### src/rtl/pwm_dbuf_pkg.sv
`timescale 1ns/1ps
package pwm_dbuf_pkg;

    localparam int TMR_W   = 8;
    localparam int FINE_W  = 2;
    localparam int DUTY_W  = TMR_W + FINE_W;
    localparam int ADDR_W  = 2;
    localparam int DATA_W  = 8;

    // register addresses
    localparam logic [ADDR_W-1:0] ADR_PERIOD = 2'd0;
    localparam logic [ADDR_W-1:0] ADR_COARSE = 2'd1;
    localparam logic [ADDR_W-1:0] ADR_CTRL   = 2'd2;
    localparam logic [ADDR_W-1:0] ADR_SHADOW = 2'd3;

    // control byte layout
    localparam int CTRL_FINE_LSB = 0;
    localparam int CTRL_PSEL_LSB = 2;
    localparam int CTRL_EN_BIT   = 4;
    localparam int CTRL_SHF_LSB  = 6;

    typedef enum logic [1:0] {
        PS_DIV1   = 2'b00,
        PS_DIV4   = 2'b01,
        PS_DIV16  = 2'b10,
        PS_DIV16B = 2'b11
    } psel_e;

    typedef struct packed {
        logic [TMR_W-1:0]  period;
        logic [TMR_W-1:0]  coarse;
        logic [FINE_W-1:0] fine;
        psel_e             psel;
        logic              en;
    } cfg_t;

endpackage

### src/rtl/pwm_regs.sv
`timescale 1ns/1ps
module pwm_regs
    import pwm_dbuf_pkg::*;
(
    input  logic              clk,
    input  logic              rst,
    input  logic              wr_en,
    input  logic [ADDR_W-1:0] wr_addr,
    input  logic [DATA_W-1:0] wr_data,
    input  logic [ADDR_W-1:0] rd_addr,
    output logic [DATA_W-1:0] rd_data,
    input  logic [DUTY_W-1:0] shadow,
    output cfg_t              cfg
);

    cfg_t cfg_d, cfg_q;

    always_comb begin
        cfg_d = cfg_q;
        if (wr_en) begin
            unique case (wr_addr)
                ADR_PERIOD: cfg_d.period = wr_data;
                ADR_COARSE: cfg_d.coarse = wr_data;
                ADR_CTRL: begin
                    cfg_d.fine = wr_data[CTRL_FINE_LSB +: FINE_W];
                    cfg_d.psel = psel_e'(wr_data[CTRL_PSEL_LSB +: 2]);
                    cfg_d.en   = wr_data[CTRL_EN_BIT];
                end
                default: ; // shadow address is read-only
            endcase
        end
    end

    always_ff @(posedge clk) begin
        if (rst) cfg_q <= '0;
        else     cfg_q <= cfg_d;
    end

    always_comb begin
        rd_data = '0;
        unique case (rd_addr)
            ADR_PERIOD: rd_data = cfg_q.period;
            ADR_COARSE: rd_data = cfg_q.coarse;
            ADR_CTRL: begin
                rd_data[CTRL_FINE_LSB +: FINE_W] = cfg_q.fine;
                rd_data[CTRL_PSEL_LSB +: 2]      = cfg_q.psel;
                rd_data[CTRL_EN_BIT]             = cfg_q.en;
                rd_data[CTRL_SHF_LSB +: FINE_W]  = shadow[FINE_W-1:0];
            end
            default: rd_data = shadow[DUTY_W-1:FINE_W];
        endcase
    end

    assign cfg = cfg_q;

endmodule

### src/rtl/pwm_timebase.sv
`timescale 1ns/1ps
module pwm_timebase
    import pwm_dbuf_pkg::*;
#(
    parameter int TW = TMR_W,
    parameter int FW = FINE_W
) (
    input  logic           clk,
    input  logic           rst,
    input  logic           en,
    input  psel_e          psel,
    input  logic [TW-1:0]  period,
    output logic [TW-1:0]  timer,
    output logic [TW+FW-1:0] tb_nxt,
    output logic           wrap
);

    localparam int PW = 2 * FW;

    typedef struct packed {
        logic [FW-1:0] phase;
        logic [PW-1:0] pre;
        logic [TW-1:0] tmr;
    } tb_t;

    tb_t st_d, st_q;
    logic q_end;
    logic tick;

    function automatic logic [FW-1:0] fine_of(tb_t s, psel_e p);
        unique case (p)
            PS_DIV1: fine_of = s.phase;
            PS_DIV4: fine_of = s.pre[FW-1:0];
            default: fine_of = s.pre[PW-1:FW];
        endcase
    endfunction

    always_comb begin
        st_d  = st_q;
        q_end = (st_q.phase == '1);
        tick  = 1'b0;
        wrap  = 1'b0;
        if (!en) begin
            st_d = '0;
        end else begin
            st_d.phase = st_q.phase + 1'b1;
            if (q_end) st_d.pre = st_q.pre + 1'b1;
            unique case (psel)
                PS_DIV1: tick = q_end;
                PS_DIV4: tick = q_end && (st_q.pre[FW-1:0] == '1);
                default: tick = q_end && (st_q.pre == '1);
            endcase
            if (tick) begin
                if (st_q.tmr == period) begin
                    wrap     = 1'b1;
                    st_d.tmr = '0;
                end else begin
                    st_d.tmr = st_q.tmr + 1'b1;
                end
            end
        end
        tb_nxt = {st_d.tmr, fine_of(st_d, psel)};
    end

    always_ff @(posedge clk) begin
        if (rst) st_q <= '0;
        else     st_q <= st_d;
    end

    assign timer = st_q.tmr;

endmodule

### src/rtl/pwm_duty.sv
`timescale 1ns/1ps
module pwm_duty
    import pwm_dbuf_pkg::*;
#(
    parameter int DW = DUTY_W
) (
    input  logic          clk,
    input  logic          rst,
    input  logic          en,
    input  logic          wrap,
    input  logic [DW-1:0] tb_nxt,
    input  logic [DW-1:0] duty_req,
    output logic [DW-1:0] shadow,
    output logic          out
);

    typedef struct packed {
        logic [DW-1:0] shd;
        logic          lvl;
    } dst_t;

    dst_t s_d, s_q;

    always_comb begin
        s_d = s_q;
        if (!en) begin
            s_d.lvl = 1'b0;
        end else begin
            if (wrap) begin
                s_d.shd = duty_req;
                s_d.lvl = (duty_req != '0);
            end
            // fall on the cycle the time base reaches the duty value
            if (tb_nxt == s_d.shd) s_d.lvl = 1'b0;
        end
    end

    always_ff @(posedge clk) begin
        if (rst) s_q <= '0;
        else     s_q <= s_d;
    end

    assign shadow = s_q.shd;
    assign out    = s_q.lvl;

endmodule

### src/rtl/pwm_dbuf_gen.sv
`timescale 1ns/1ps
module pwm_dbuf_gen
    import pwm_dbuf_pkg::*;
(
    input  logic              clk,
    input  logic              rst,
    input  logic              wr_en,
    input  logic [ADDR_W-1:0] wr_addr,
    input  logic [DATA_W-1:0] wr_data,
    input  logic [ADDR_W-1:0] rd_addr,
    output logic [DATA_W-1:0] rd_data,
    output logic              pwm_out
);

    cfg_t              cfg;
    logic [TMR_W-1:0]  tb_timer;
    logic [DUTY_W-1:0] tb_nxt;
    logic              tb_wrap;
    logic [DUTY_W-1:0] duty_req;
    logic [DUTY_W-1:0] duty_shadow;
    logic              out_lvl;

    assign duty_req = {cfg.coarse, cfg.fine};

    pwm_regs u_regs (
        .clk     (clk),
        .rst     (rst),
        .wr_en   (wr_en),
        .wr_addr (wr_addr),
        .wr_data (wr_data),
        .rd_addr (rd_addr),
        .rd_data (rd_data),
        .shadow  (duty_shadow),
        .cfg     (cfg)
    );

    pwm_timebase #(.TW(TMR_W), .FW(FINE_W)) u_tb (
        .clk    (clk),
        .rst    (rst),
        .en     (cfg.en),
        .psel   (cfg.psel),
        .period (cfg.period),
        .timer  (tb_timer),
        .tb_nxt (tb_nxt),
        .wrap   (tb_wrap)
    );

    pwm_duty #(.DW(DUTY_W)) u_duty (
        .clk      (clk),
        .rst      (rst),
        .en       (cfg.en),
        .wrap     (tb_wrap),
        .tb_nxt   (tb_nxt),
        .duty_req (duty_req),
        .shadow   (duty_shadow),
        .out      (out_lvl)
    );

    assign pwm_out = out_lvl & cfg.en;

endmodule

### config.mk
export PLATFORM = sky130hd
export DESIGN_NAME = pwm_dbuf_gen
export DESIGN_NICKNAME = d
export VERILOG_FILES = /design/src/rtl/pwm_dbuf_pkg.sv /design/src/rtl/pwm_regs.sv /design/src/rtl/pwm_timebase.sv /design/src/rtl/pwm_duty.sv /design/src/rtl/pwm_dbuf_gen.sv
export SDC_FILE = /design/constraint.sdc
export NUM_CORES = 1
export LEC_CHECK = 0
export ABC_AREA = 1
export CAP_MARGIN = 0
export CORE_ASPECT_RATIO = 1.1
export CORE_MARGIN = 4
export CORE_UTILIZATION = 55
export CTS_BUF_LIST = sky130_fd_sc_hd__clkbuf_2 sky130_fd_sc_hd__clkbuf_4 sky130_fd_sc_hd__clkbuf_8
export DETAILED_ROUTE_END_ITERATION = 10
export PLACE_DENSITY = 0.79
export SLEW_MARGIN = 20
export SYNTH_ARGS = -nofsm -noshare
export SYNTH_HDL_FRONTEND = slang
export SYNTH_HIERARCHICAL = 1
export SYNTH_SLANG_ARGS = --single-unit
### constraint.sdc
create_clock -name clk -period 1.9 [get_ports clk]
set_input_delay 0.38 -clock clk [delete_from_list [all_inputs] [get_ports clk]]
set_output_delay 0.38 -clock clk [all_outputs]
set_load 0.01 [all_outputs]
# Word level (Yosys, flattened, before mapping)
# Index checks and enable logic that the tools add are counted.
[op_classes]
n_eq_ne = 11
reduce_logical = 10
n_mux = 15
bitwise_logic = 2
addsub = 3
[op_table]
columns = ["operator", "count"]
rows = [
  ["two-way mux 11 bit", 2],
  ["two-way mux 8 bit", 2],
  ["one-hot mux 5 bit (3 select lines)", 1],
  ["two-way mux 14 bit", 1],
  ["equality test 10 bit", 1],
  ["nonzero test 10 bit", 1],
  ["adder 8 x 1 -> 8 bit, second input constant", 1],
  ["equality test 2 bit, second input constant", 4],
  ["equality test 8 bit", 1],
  ["equality test 2 x 1 -> 1 bit, second input constant", 3],
  ["logical NOT 2 bit", 3],
  ["one-hot mux 2 bit (3 select lines)", 1],
  ["AND reduction 2 bit", 3],
  ["adder 4 x 1 -> 4 bit, second input constant", 1],
  ["equality test 4 bit, second input constant", 1],
  ["two-way mux 1 bit", 4],
  ["two-way mux 4 bit", 1],
  ["one-hot mux 2 bit (2 select lines)", 1],
  ["one-hot mux 1 bit (3 select lines)", 1],
  ["OR reduction 3 bit", 1],
  ["adder 2 x 1 -> 2 bit, second input constant", 1],
  ["logical AND 1 bit", 2],
  ["!= test 2 bit, second input constant", 1],
  ["one-hot mux 1 bit (2 select lines)", 1],
  ["other kinds (2)", 2],
]
[totals]
regBits = 46
input_bits = 15
output_inout_bits = 9
wordCells = 51

# Longest topological paths before layout
# Gate-level depths: netlist of run 1.
[logic_depth]
depth_word = 10
depth_mapped = 19
ltp_nobuf = 17

# Modules after synthesis
# The synthesis of run 1 kept the hierarchy.
[by_module_without_submodules]
columns = ["module", "area_per_inst_um2", "seq_area_each_um2", "cells_each", "instances"]
rows = [
  ["pwm_regs", 1158.6, 420.4, 184, 1],
  ["pwm_timebase", 1158.6, 280.3, 183, 1],
  ["pwm_duty", 789.5, 220.2, 145, 1],
  ["pwm_dbuf_gen", 7.5, 0.0, 2, 1],
]

# Least setup slack after synthesis of run 1
# Ideal clock, no wire load.
[synth_timing]
path_kind = "reg2reg"
start = "register u_tb/st_q[8] (netlist bit)"
end = "register u_duty.s_q, in the netlist u_duty/out"
stages_incl_launch_ff = 16
t_arrival_ps = 1869
path_slack_ps = -81
period_less_slack_ps = 1981
setup_time_ps = 111
required_time_ps = 1789
n_path_buf = 2
cell_sequence = "dfxtp_1 > ha_1 > inv_1 > nand2_2 > and3_1 > buf_6 > nand3_2 > nor2_1 > buf_4 > nand2_1 > nand2_1 > nand2_1 > a21oi_1 > nand2_1 > nor2_1 > nor2_1"
[synth_between]
elab_chain_len = 10
elab_cells_between_ends = 18
classes_between = "add/sub: 1; eq/ne: 4; mux: 10; reduce/logical: 3"
[synth_rtl]
columns = ["element", "line", "text"]
rows = [
  ["start: declaration", "pwm_timebase.sv:26", "tb_t st_d, st_q;"],
  ["start signal: assignment", "pwm_timebase.sv:67", "else st_q <= st_d;"],
  ["equality test 4 bit / equality test 2 bit (equally long branches)", "pwm_timebase.sv:51, pwm_timebase.sv:50", ""],
  ["logical AND 1 bit, on equally long branches", "pwm_timebase.sv:51, pwm_timebase.sv:50", ""],
  ["one-hot mux 1 bit (2 select lines) (*)", "pwm_timebase.sv:48", "unique case (psel)"],
  ["two-way mux 1 bit (*)", "pwm_timebase.sv:43", "if (!en) begin"],
  ["two-way mux 1 bit (*)", "pwm_timebase.sv:53", "if (tick) begin"],
  ["two-way mux 1 bit (*)", "pwm_timebase.sv:43", ""],
  ["net tb_wrap", "pwm_dbuf_gen.sv:18", "logic tb_wrap;"],
  ["two-way mux 11 bit", "pwm_duty.sv:29", "if (wrap) begin"],
  ["two-way mux 11 bit", "pwm_duty.sv:26", "if (!en) begin"],
  ["equality test 10 bit", "pwm_duty.sv:34", "if (tb_nxt == s_d.shd) s_d.lvl = 1'b0;"],
  ["OR reduction 3 bit (no line)", "--", ""],
  ["end signal: assignment", "pwm_duty.sv:39", "if (rst) s_q <= '0;"],
  ["end signal: assignment", "pwm_duty.sv:40", "else s_q <= s_d;"],
  ["end: declaration", "pwm_duty.sv:22", "dst_t s_d, s_q;"],
]
# Mark *: on every way through the listed nets, which the timed path passes. The rest lies on a longest branch. The select of a mux whose other input is x is not followed.
# A chain may end at the register's enable or synchronous reset.

# Final worst setup path of run 1
[layout_timing]
start = "register u_tb.st_q, in the netlist u_tb/timer[2]"
end = "register u_duty.s_q, in the netlist u_duty/out"
[layout_between]
elab_chain_len = 8
elab_cells_between_ends = 13
classes_between = "add/sub: 1; eq/ne: 3; mux: 8; reduce/logical: 1"
[layout_rtl]
columns = ["element", "line", "text"]
rows = [
  ["equality test 8 bit (*)", "pwm_timebase.sv:54", "if (st_q.tmr == period) begin"],
  ["two-way mux 1 bit (*)", "pwm_timebase.sv:54", ""],
  ["two-way mux 1 bit (*)", "pwm_timebase.sv:53", ""],
  ["two-way mux 1 bit (*)", "pwm_timebase.sv:43", ""],
  ["net tb_wrap", "pwm_dbuf_gen.sv:18", ""],
  ["two-way mux 11 bit", "pwm_duty.sv:29", ""],
  ["two-way mux 11 bit", "pwm_duty.sv:26", ""],
  ["equality test 10 bit", "pwm_duty.sv:34", ""],
  ["OR reduction 3 bit (no line)", "--", ""],
]
# Marked as above.

==> results by group, run 1 <==
Critical path
  – CP Data Arrival Time: about 2.2 ns
  – Critical Path End Type: flop
  – CP required: 2.10 ns
  – CP Class: flop to flop
  – Crit-path max FO: 5
  – Startpoint Class: flop

Clocking
  – Root Buffer: clkbuf_8
  – CTS buffer count: 5
  – Cts-stage hold buffer count: 0
  – # clock sinks: 46
  – CTS tree: done
  – Clock Latency Late Sink: roughly 0.3 ns
  – H-Tree Depth: 2
  – Clk slew on worst S/H paths: approximately 0.09 ns
  – Clock buffer depth: 2

Cells and area
  – Utilization after layout: between 70% and 80%
  – Share of layout cells above drive strength 1: ~25%
  – Design area: 3970 um2
  – Nets: 589
  – Fillers: 457
  – Area grow syn2layout: 30.1%

Logic synthesis
  – Synth Warn #: 6
  – Syn Nets: 524
  – Synth Area per Inst: 6.04 um2
  – Post-Syn Area: 3050 um2
  – Post-Syn Instances: 506

Floorplanning
  – CORE AREA: 5400 um2
  – Die Wd: 79.1 um
  – Row count: 28
  – Die ar.: 6810 um2
  – Die Height: 86.2 um
  – Io pins: 24
  – Starting density of the core: 56.6%

Power
  – NetSw: between 0.6 and 0.7 mW
  – Part of the power in combinational logic: between 10% and 20%
  – Internal Power: 1.43 mW
  – Max VDD drop: 311 uV
  – Reg power frac: between 50% and 60%
  – Clock power share: 29.5%
  – PwrDens: between 500 and 600 nW/um2
  – Switching Share: around 30%
  – Pleak: between 1.5 and 2 nW

STA
  – Worst-Margin Slew: 0.349 ns
  – Final Hold Slack: about 0.54 ns
  – Post-layout worst setup margin: -0.114 ns
  – Final period util: 106%
  – Final min period: between 2 and 2.5 ns
  – Final-report max-slew violation count: 0
  – Slew headroom: 76.7%
  – Hold Vio Cnt, Final: 0
  – RSZ-0062 raised after global routing: yes
  – TNS Setup: -0.114 ns
  – Setup violators final: 1
  – Fmax: 497 MHz
  – Final clock skew: roughly 0.0077 ns

Route
  – DR vias: 3,416
  – Violation count after the first detailed-routing iteration: approximately 350
  – Routed len/inst: 13.9 um
  – Vias/cell: 5.27
  – Drt total wl: 8990 um
  – Post-DRT Antenna Nets: 0
  – DRC Markers: 0
  – Pre-antenna DRT Iters: 6

Run
  – Max Cap Viol: 0

Placement
  – GPL Wtd Cong: 0.926
  – DP Wirelength: 6510 um
  – Post-Place Setup Slack: -0.348 ns
  – IO Port Bufs: 23
  – Placed Area: roughly 3600 um2

Global routing
  – Remaining Overflow, GRT: 0
  – Antenna violations before repair: 2
  – Largest net degree at the start of global routing: 22
  – Tot GR Track Use: 27.2%
  – Global-route wire length before repair: between 10,000 and 15,000 um
  – Vias in the first global route: 3,287

Min path
  – Worst min path class: flop to flop

Run status
  – Failing checks: negative setup slack
  – Status: finished, violations left
-- metal layers --
metal	vias to the layer above	global-route usage (%)	part of all wire, %
met3	32	4.94	5.6
met5	-	0	0.078
met4	2	12.2	3.7
met1	1571	33.2	41
li1	1701	-	-
met2	110	46.3	49
-- cell usage in the layout, fill, tap and decap left out, types with 3 or more instances in the layout --
cell               n
buf_4             56
o21ai_0            6
nand3_2            5
nand4_1           12
nor3_1             7
o211ai_1           3
inv_2              4
a21oi_1            9
inv_1             72
clkdlybuf4s50_1   12
clkbuf_8           5
dfxtp_1           32
nand3b_1           3
nor3_2             5
dfxtp_2           12
buf_6              5
nor4_1             3
nand2_4            4
nand3_1           49
dlygate4sd2_1     10
o21ai_1            4
nor2_1            75
nand2_2           21
nand2_1          125
nor2_4             6
-- critical path: stages (launching register included) --
cell	delay (ns)
dfxtp_1	0.40
xnor2_2	0.13
nand2_1	0.10
nor2_4	0.16
nand3_4	0.10
nor2_4	0.22
clkinv_4	0.15
nand2_4	0.10
nand2_2	0.06
nand2_1	0.06
nand2_1	0.05
nor2_1	0.10
nand3_1	0.10
nor2_2	0.11
nor2_1	0.06
-- timing repair --
item                       CTS  global route
hold endpoints to repair     0             0
cloned                       1             1
resized for setup           34            57
setup endpoints to repair   10             7
buffers inserted             0             4
pin swaps                    2            20
-- registers in the layout (all words and copies together), names as in the netlist --
signal         flops
u_duty/out         1
u_duty/shadow     10
u_regs/cfg        21
u_tb/st_q          6
u_tb/timer         8
-- final cells by class --
class                   instances  area (um2)  share of cell area [%]
inverters                      78         300                    7.56
flip-flops and latches         46         943                    23.7
repair buffers                 84         697                    17.5
well taps                      75        93.8                    2.36
multi-input cells             355        1840                    46.3
diodes                          1        2.50                  0.0630
clock buffers                   5        68.8                    1.73
clock inverters                 3        21.3                   0.535
repair inverters                1        6.26                   0.157
-- final timing paths --
path                                from                          end  depth (start not counted)  slack [ns]
max             u_tb/timer[2]$_SDFF_PP0_      u_duty/out$_SDFFE_PP0P_                         14       -0.11
min          u_regs/cfg[18]$_SDFFE_PP0P_  u_regs/cfg[18]$_SDFFE_PP0P_                          2        0.54
max reg2reg     u_tb/timer[2]$_SDFF_PP0_      u_duty/out$_SDFFE_PP0P_                         14       -0.11
min reg2reg  u_regs/cfg[18]$_SDFFE_PP0P_  u_regs/cfg[18]$_SDFFE_PP0P_                          2        0.54
-- power groups by stage --
stage                     sequential, mW  combinational, mW  clock, mW
after floorplan                     1.05              0.218          0
after global placement              1.06              0.356          0
after detailed placement            1.06              0.365          0
after CTS                           1.04              0.365      0.616
after global routing                1.05              0.441      0.656
final                               1.04              0.394      0.602
-- per-stage QoR --
step | cells | total power [mW]
after global placement | 633 | 1.42
after detailed placement | 633 | 1.43
after CTS | 642 | 2.02
final | 648 | 2.04
after floorplan | 506 | 1.27
after global routing | 648 | 2.15
No activity file was read; power rests on OpenSTA's default activity.
==> inputs of run 2 (changes only) <==
Settings changed: CAP_MARGIN 0 to 20, CORE_UTILIZATION 55 to 61, HOLD_SLACK_MARGIN set to 0.15, PLACE_DENSITY 0.79 to 0.83.
Clock period 1.9 ns to 2.2 ns, I/O delays scaled along.
==> run 2 against run 1 <==
Net effect: the flow now finishes without violations; total power down 13%; clock power shrank 3%; die area decreased by 8.9%; largest power group unchanged; flip-flop and latch count unchanged.
==> results by group, run 2 (synthesis results as in run 1) <==
Placement
  – Post-Place Setup Slack: -0.213 ns
  – Placed Area: between 3000 and 4000 um2
  – IO Port Bufs: 23
  – DP Wirelength: 5990 um
  – GPL Wtd Cong: between 0.9 and 1

Cells and area
  – Max FFs per register: 21
  – Fillers: between 400 and 500
  – Most common cell after layout, fill and taps aside: nand2_1
  – Most frequent cells in the layout: 142 x nand2_1, 74 x inv_1, 74 x nor2_1, 53 x nand3_1, 41 x dfxtp_1
  – Multi-input gate area: 1720 um2
  – Area grow syn2layout: 14.2%
  – # diodes: 0
  – Design area: roughly 3500 um2
  – Share of layout cells above drive strength 1: 12.3%
  – Nets: 546
  – Register area: around 900 um2

Route
  – DRC Markers: 0
  – Routed len/inst: 14.3 um
  – Pre-antenna DRT Iters: 5
  – Drt total wl: 8360 um
  – Vias/cell: between 5 and 6
  – DR vias: 3,215
  – Violation count after the first detailed-routing iteration: 281
  – Post-DRT Antenna Nets: 0

STA
  – Post-layout worst setup margin: approximately 0.10 ns
  – Worst-Margin Slew: 0.671 ns
  – Fmax: 477 MHz
  – Final clock skew: 0.0103 ns
  – Final period util: 95.4%
  – TNS Setup: 0 ns
  – Final-report max-slew violation count: 0
  – Hold Vio Cnt, Final: 0
  – Slew headroom: 55.2%
  – Setup violators final: 0
  – RSZ-0062 raised after global routing: yes
  – Final min period: 2.10 ns

Clocking
  – # clock sinks: 46
  – Clk slew on worst S/H paths: 0.09 ns
  – CTS buffer count: 5
  – Clock Latency Late Sink: 0.30 ns
  – Cts-stage hold buffer count: 0
  – Clock buffer depth: 2
  – Root Buffer: clkbuf_8
  – H-Tree Depth: 2
  – CTS tree: done

Power
  – Pleak: 1.74 nW
  – Switching Share: ~29%
  – PwrDens: 510 nW/um2
  – Part of the power in combinational logic: around 16%
  – Max VDD drop: 366 uV
  – NetSw: 0.511 mW
  – Clock power share: 32.9%
  – Reg power frac: approximately half
  – Total Power: 1.78 mW
  – Internal Power: 1.27 mW

Floorplanning
  – Die Height: 82.2 um
  – Io pins: 24
  – CORE AREA: 4750 um2
  – Die ar.: 6200 um2
  – Die Wd: 75.5 um
  – Row count: 26
  – Starting density of the core: 64.3%

Global routing
  – Vias in the first global route: 2,860
  – Remaining Overflow, GRT: 0
  – Largest net degree at the start of global routing: 25
  – Antenna violations before repair: 0
  – Global-route wire length before repair: about 13,000 um
  – Tot GR Track Use: ~28%

Min path
  – Worst min path class: flop to flop
  – Worst hold path depth: 1

Critical path
  – Startpoint Class: flop
  – CP Class: flop to flop
  – Reg2reg path depth: 16
  – Crit-path max FO: 11
  – Critical Path End Type: flop
  – CP required: 2.40 ns
  – CP Data Arrival Time: 2.30 ns

Run
  – Max Cap Viol: 0

Run status
  – Status: complete, no violations
-- run 2: metrics by stage --
| stage | util [%] | hold slack (ns) | std cells |
|---|---|---|---|
| after global placement | 69.2 | 0.459 | 574 |
| after floorplan | - | 0.434 | 506 |
| after detailed placement | 69.2 | 0.466 | 574 |
| after global routing | 73.4 | 0.499 | 585 |
| final | 73.4 | 0.480 | 585 |
| after CTS | 71.3 | 0.479 | 582 |
-- run 2: layout make-up --
| type | count | area share (%) |
|---|---|---|
| inverters | 78 | 8.40 |
| multi-input cells | 355 | 49.2 |
| clock buffers | 7 | 2.76 |
| clock inverters | 1 | 0.251 |
| well taps | 56 | 2.01 |
| flip-flops and latches | 46 | 26.6 |
| repair buffers | 42 | 10.8 |
-- run 2: power by group through the flow --
| stage | Combinational [mW] | Clock, mW | Sequential [mW] |
|---|---|---|---|
| 6_report | 0.288 | 0.584 | 0.906 |
| 5_1_grt | 0.327 | 0.624 | 0.910 |
| 4_1_cts | 0.275 | 0.597 | 0.904 |
| 3_5_place_dp | 0.277 | 0 | 0.924 |
| 3_3_place_gp | 0.272 | 0 | 0.924 |
| 2_1_floorplan | 0.188 | 0 | 0.906 |
-- run 2: worst max-delay path, stage by stage (launching register included) --
cell and delay [ns]:
dfxtp_1 0.36, inv_1 0.12, nand2_1 0.06, nand2_1 0.05, nand2_1 0.06, nor2_2 0.19, nand3_2 0.16, nand2_4 0.22
inv_1 0.09, nand2_1 0.11, inv_1 0.07, nand3_1 0.08, nand2_1 0.05, nor2_1 0.09, nand3_1 0.11, nor2_2 0.12
nor2_1 0.05
-- run 2: layer usage --
| metal | up-vias | part of all wire, % | track usage [%] |
|---|---|---|---|
| met5 | - | 0 | 0 |
| met1 | 1419 | 42 | 34.8 |
| met3 | 34 | 7.8 | 5.93 |
| met2 | 147 | 47 | 46.2 |
| li1 | 1615 | - | - |
| met4 | 0 | 3.2 | 11.7 |
-- run 2: final timing paths --
check | startpoint | to | slack, ns
hold / removal | u_tb/st_q[12]$_SDFF_PP0_ | u_tb/st_q[12]$_SDFF_PP0_ | 0.48
setup reg to reg | u_tb/timer[0]$_SDFF_PP0_ | u_duty/out$_SDFFE_PP0P_ | 0.10
hold reg to reg | u_tb/st_q[12]$_SDFF_PP0_ | u_tb/st_q[12]$_SDFF_PP0_ | 0.48
setup / recovery | u_tb/timer[0]$_SDFF_PP0_ | u_duty/out$_SDFFE_PP0P_ | 0.10
-- run 2: timing repair --
| item | 4_1_cts | 5_1_grt |
|---|---|---|
| buffers inserted | 0 | 3 |
| gates resized for setup | 11 | 26 |
| pin swaps | 0 | 6 |
| setup endpoints to repair | 9 | 4 |
==> inputs of run 3 (changes only) <==
Settings changed: CORE_UTILIZATION 61 to 60, SYNTH_HIERARCHICAL 1 to not set.
==> run 3 against run 2 <==
Net effect: clock power decreased by 11%; core utilization increased by 0.20 points; first-iteration DRC count decreased by 10%; area after synthesis decreased by 12%; clock skew decreased by 0.0035 ns.
==> results by group, run 3 <==
Critical path
  – Critical Path End Type: output pin
  – CP required: roughly 1.8 ns
  – Startpoint Class: input port
  – CP Class: input port to output pin
  – Crit-path max FO: 7
  – Reg2reg path depth: 16
  – CP Data Arrival Time: 1.65 ns

Cells and area
  – Nets: between 400 and 500
  – Utilization after layout: 73.6%
  – Most common cell after layout, fill and taps aside: nand2_1
  – Fillers: between 300 and 400
  – Max FFs per register: 21
  – Area grow syn2layout: 17.9%
  – Share of layout cells above drive strength 1: approximately an eighth
  – Design area: roughly 3200 um2
  – Most frequent cells in the layout: 114 x nand2_1, 65 x inv_1, 40 x nor2_1, 38 x dfxtp_1, 31 x nand3_1
  – # diodes: 0

Logic synthesis
  – Synthesized-area fraction occupied by adder cells: 1.39%
  – Most frequent cell after synthesis: nand2_1
  – Post-Syn Instances: 430
  – Synth top area share: 34.2%
  – XOR/XNOR share of the synthesized area: less than 1%
  – Synth Area in Compound Gates: 14.5%
  – Synthesis-stage register bit count: 46
  – Async SR Flop Fraction: 0%
  – Register area share after synthesis: 34.2%
  – Top cells by area, synth: dfxtp_1 34%, nand2_1 16%, inv_1 9.3%
  – Simple-gate share of the synthesized area: 36.2%
  – Synth Area per Inst: 6.27 um2
  – Library cells used by synthesis: 34
  – Syn Nets: 448
  – Mux cell area share after synthesis: 0%
  – Post-Syn Area: 2700 um2
  – Largest family of logic cells by synthesized area: simple AND/OR/NAND/NOR gates
  – Number of synthesized flops with an enable pin: 0
  – Top cells by count, synth: 116 x nand2_1, 67 x inv_1, 46 x dfxtp_1
  – Synth Warn #: 0
  – Primary FF master, synth: dfxtp_1
  – Largest area contributor in the synthesized netlist: dfxtp_1

Route
  – Vias/cell: between 5 and 6
  – Drt total wl: 7100 um
  – Pre-antenna DRT Iters: 6
  – Post-DRT Antenna Nets: 0
  – DRC Markers: 0
  – Routed len/inst: 13.6 um
  – DR vias: 2,851
  – Violation count after the first detailed-routing iteration: 253

Power
  – Pleak: 1.50 nW
  – Max VDD drop: 465 uV
  – PwrDens: 511 nW/um2

STA
  – TNS Setup: 0 ns
  – Fmax: about 480 MHz
  – Final-report max-slew violation count: 0
  – Final clock skew: 0.00676 ns
  – Final period util: 95.1%
  – Worst-Margin Slew: 0.468 ns
  – Final Hold Slack: approximately 0.5 ns
  – Hold Vio Cnt, Final: 0
  – Post-layout worst setup margin: 0.109 ns
  – RSZ-0062 raised after global routing: yes
  – Setup violators final: 0
  – Slew headroom: 68.8%
  – Final min period: approximately 2.1 ns

Placement
  – IO Port Bufs: 23
  – GPL Wtd Cong: 0.925
  – Post-Place Setup Slack: -0.421 ns
  – DP Wirelength: about 5500 um
  – Placed Area: ~3000 um2

Clocking
  – Clock Latency Late Sink: 0.30 ns
  – H-Tree Depth: 2
  – Cts-stage hold buffer count: 0
  – Root Buffer: clkbuf_8
  – CTS tree: done
  – Clk slew on worst S/H paths: 0.09 ns
  – CTS buffer count: 5
  – # clock sinks: 46
  – Clock buffer depth: 2

Floorplanning
  – Starting density of the core: 62.5%
  – Io pins: 24
  – Die Height: 78.3 um
  – Die Wd: about 72 um
  – Row count: 25
  – CORE AREA: approximately 4300 um2
  – Die ar.: roughly 5600 um2

Global routing
  – Vias in the first global route: 2,592
  – Global-route wire length before repair: about 12,000 um
  – Antenna violations before repair: 0
  – Remaining Overflow, GRT: 0
  – Tot GR Track Use: 26.7%
  – Largest net degree at the start of global routing: 25

Run
  – Max Cap Viol: 0

Min path
  – Worst min path class: flop to flop
  – Worst hold path depth: 2

Run status
  – Status: complete, no violations
[run 3: timing repair]
| action | 4_1_cts | 5_1_grt |
|---|---|---|
| buffers inserted | 0 | 5 |
| pin swaps | 0 | 4 |
| gates resized for setup | 16 | 13 |
| endpoints found under the setup margin | 8 | 3 |
[run 3: path summary, 6_finish.rpt]
kind                                                      end                     startpoint  slack (ns)
worst max-delay path                               rd_data[4]                     rd_addr[1]        0.11
worst min-delay path            u_duty.shadow[0]$_SDFFE_PP0P_  u_duty.shadow[0]$_SDFFE_PP0P_        0.50
worst max register to register        u_duty.out$_SDFFE_PP0P_    u_regs.cfg[17]$_SDFFE_PP0P_        0.16
worst min register to register  u_duty.shadow[0]$_SDFFE_PP0P_  u_duty.shadow[0]$_SDFFE_PP0P_        0.50
[run 3: area by class of cell]
| type | instances | area, um2 | area share [%] |
|---|---|---|---|
| sequential | 46 | 931 | 29.3 |
| clock buffer | 5 | 68.8 | 2.17 |
| clock inverter | 3 | 21.3 | 0.669 |
| multi-input combinational | 299 | 1440 | 45.4 |
| inverter | 71 | 267 | 8.39 |
| tap | 54 | 67.6 | 2.13 |
| timing repair buffer | 42 | 379 | 11.9 |
[run 3: worst max-delay path, stage by stage]
cell,delay (ns)
dlygate4sd2_1,0.29
inv_2,0.08
nand2_2,0.14
nor2_1,0.06
a221oi_1,0.20
o21ai_0,0.14
dlygate4sd2_1,0.30
[run 3: cells by family (layout without fill, tap and decap cells)]
group	Yosys count	count (layout)
AO/OA/AOI/OAI	73	73
XOR/XNOR	2	2
adder cells (fa/ha/maj)	3	3
buffers and inverters	85	121
flip-flops	46	46
AND/OR/NAND/NOR	221	221
[run 3: stage by stage]
stage,power (mW),cells
6_report,1.63,520
2_1_floorplan,1.02,430
3_3_place_gp,1.12,507
4_1_cts,1.62,515
5_1_grt,1.70,520
3_5_place_dp,1.12,507
[run 3: metal layers]
layer  global-route usage [%]  wire length (um)  share of wire (%)
met1                     36.1              3160                 45
met2                     43.4              3310                 47
met3                     3.71               495                7.0
met4                     9.02               123                1.7
met5                        0                 0                  0
[run 3: report_power, final]
group | switching (mW) | leakage, nW | internal (mW)
combinational | 0.146 | 1.08 | 0.0906
sequential | 0.0176 | 0.377 | 0.853
clock | 0.294 | 0.0441 | 0.223
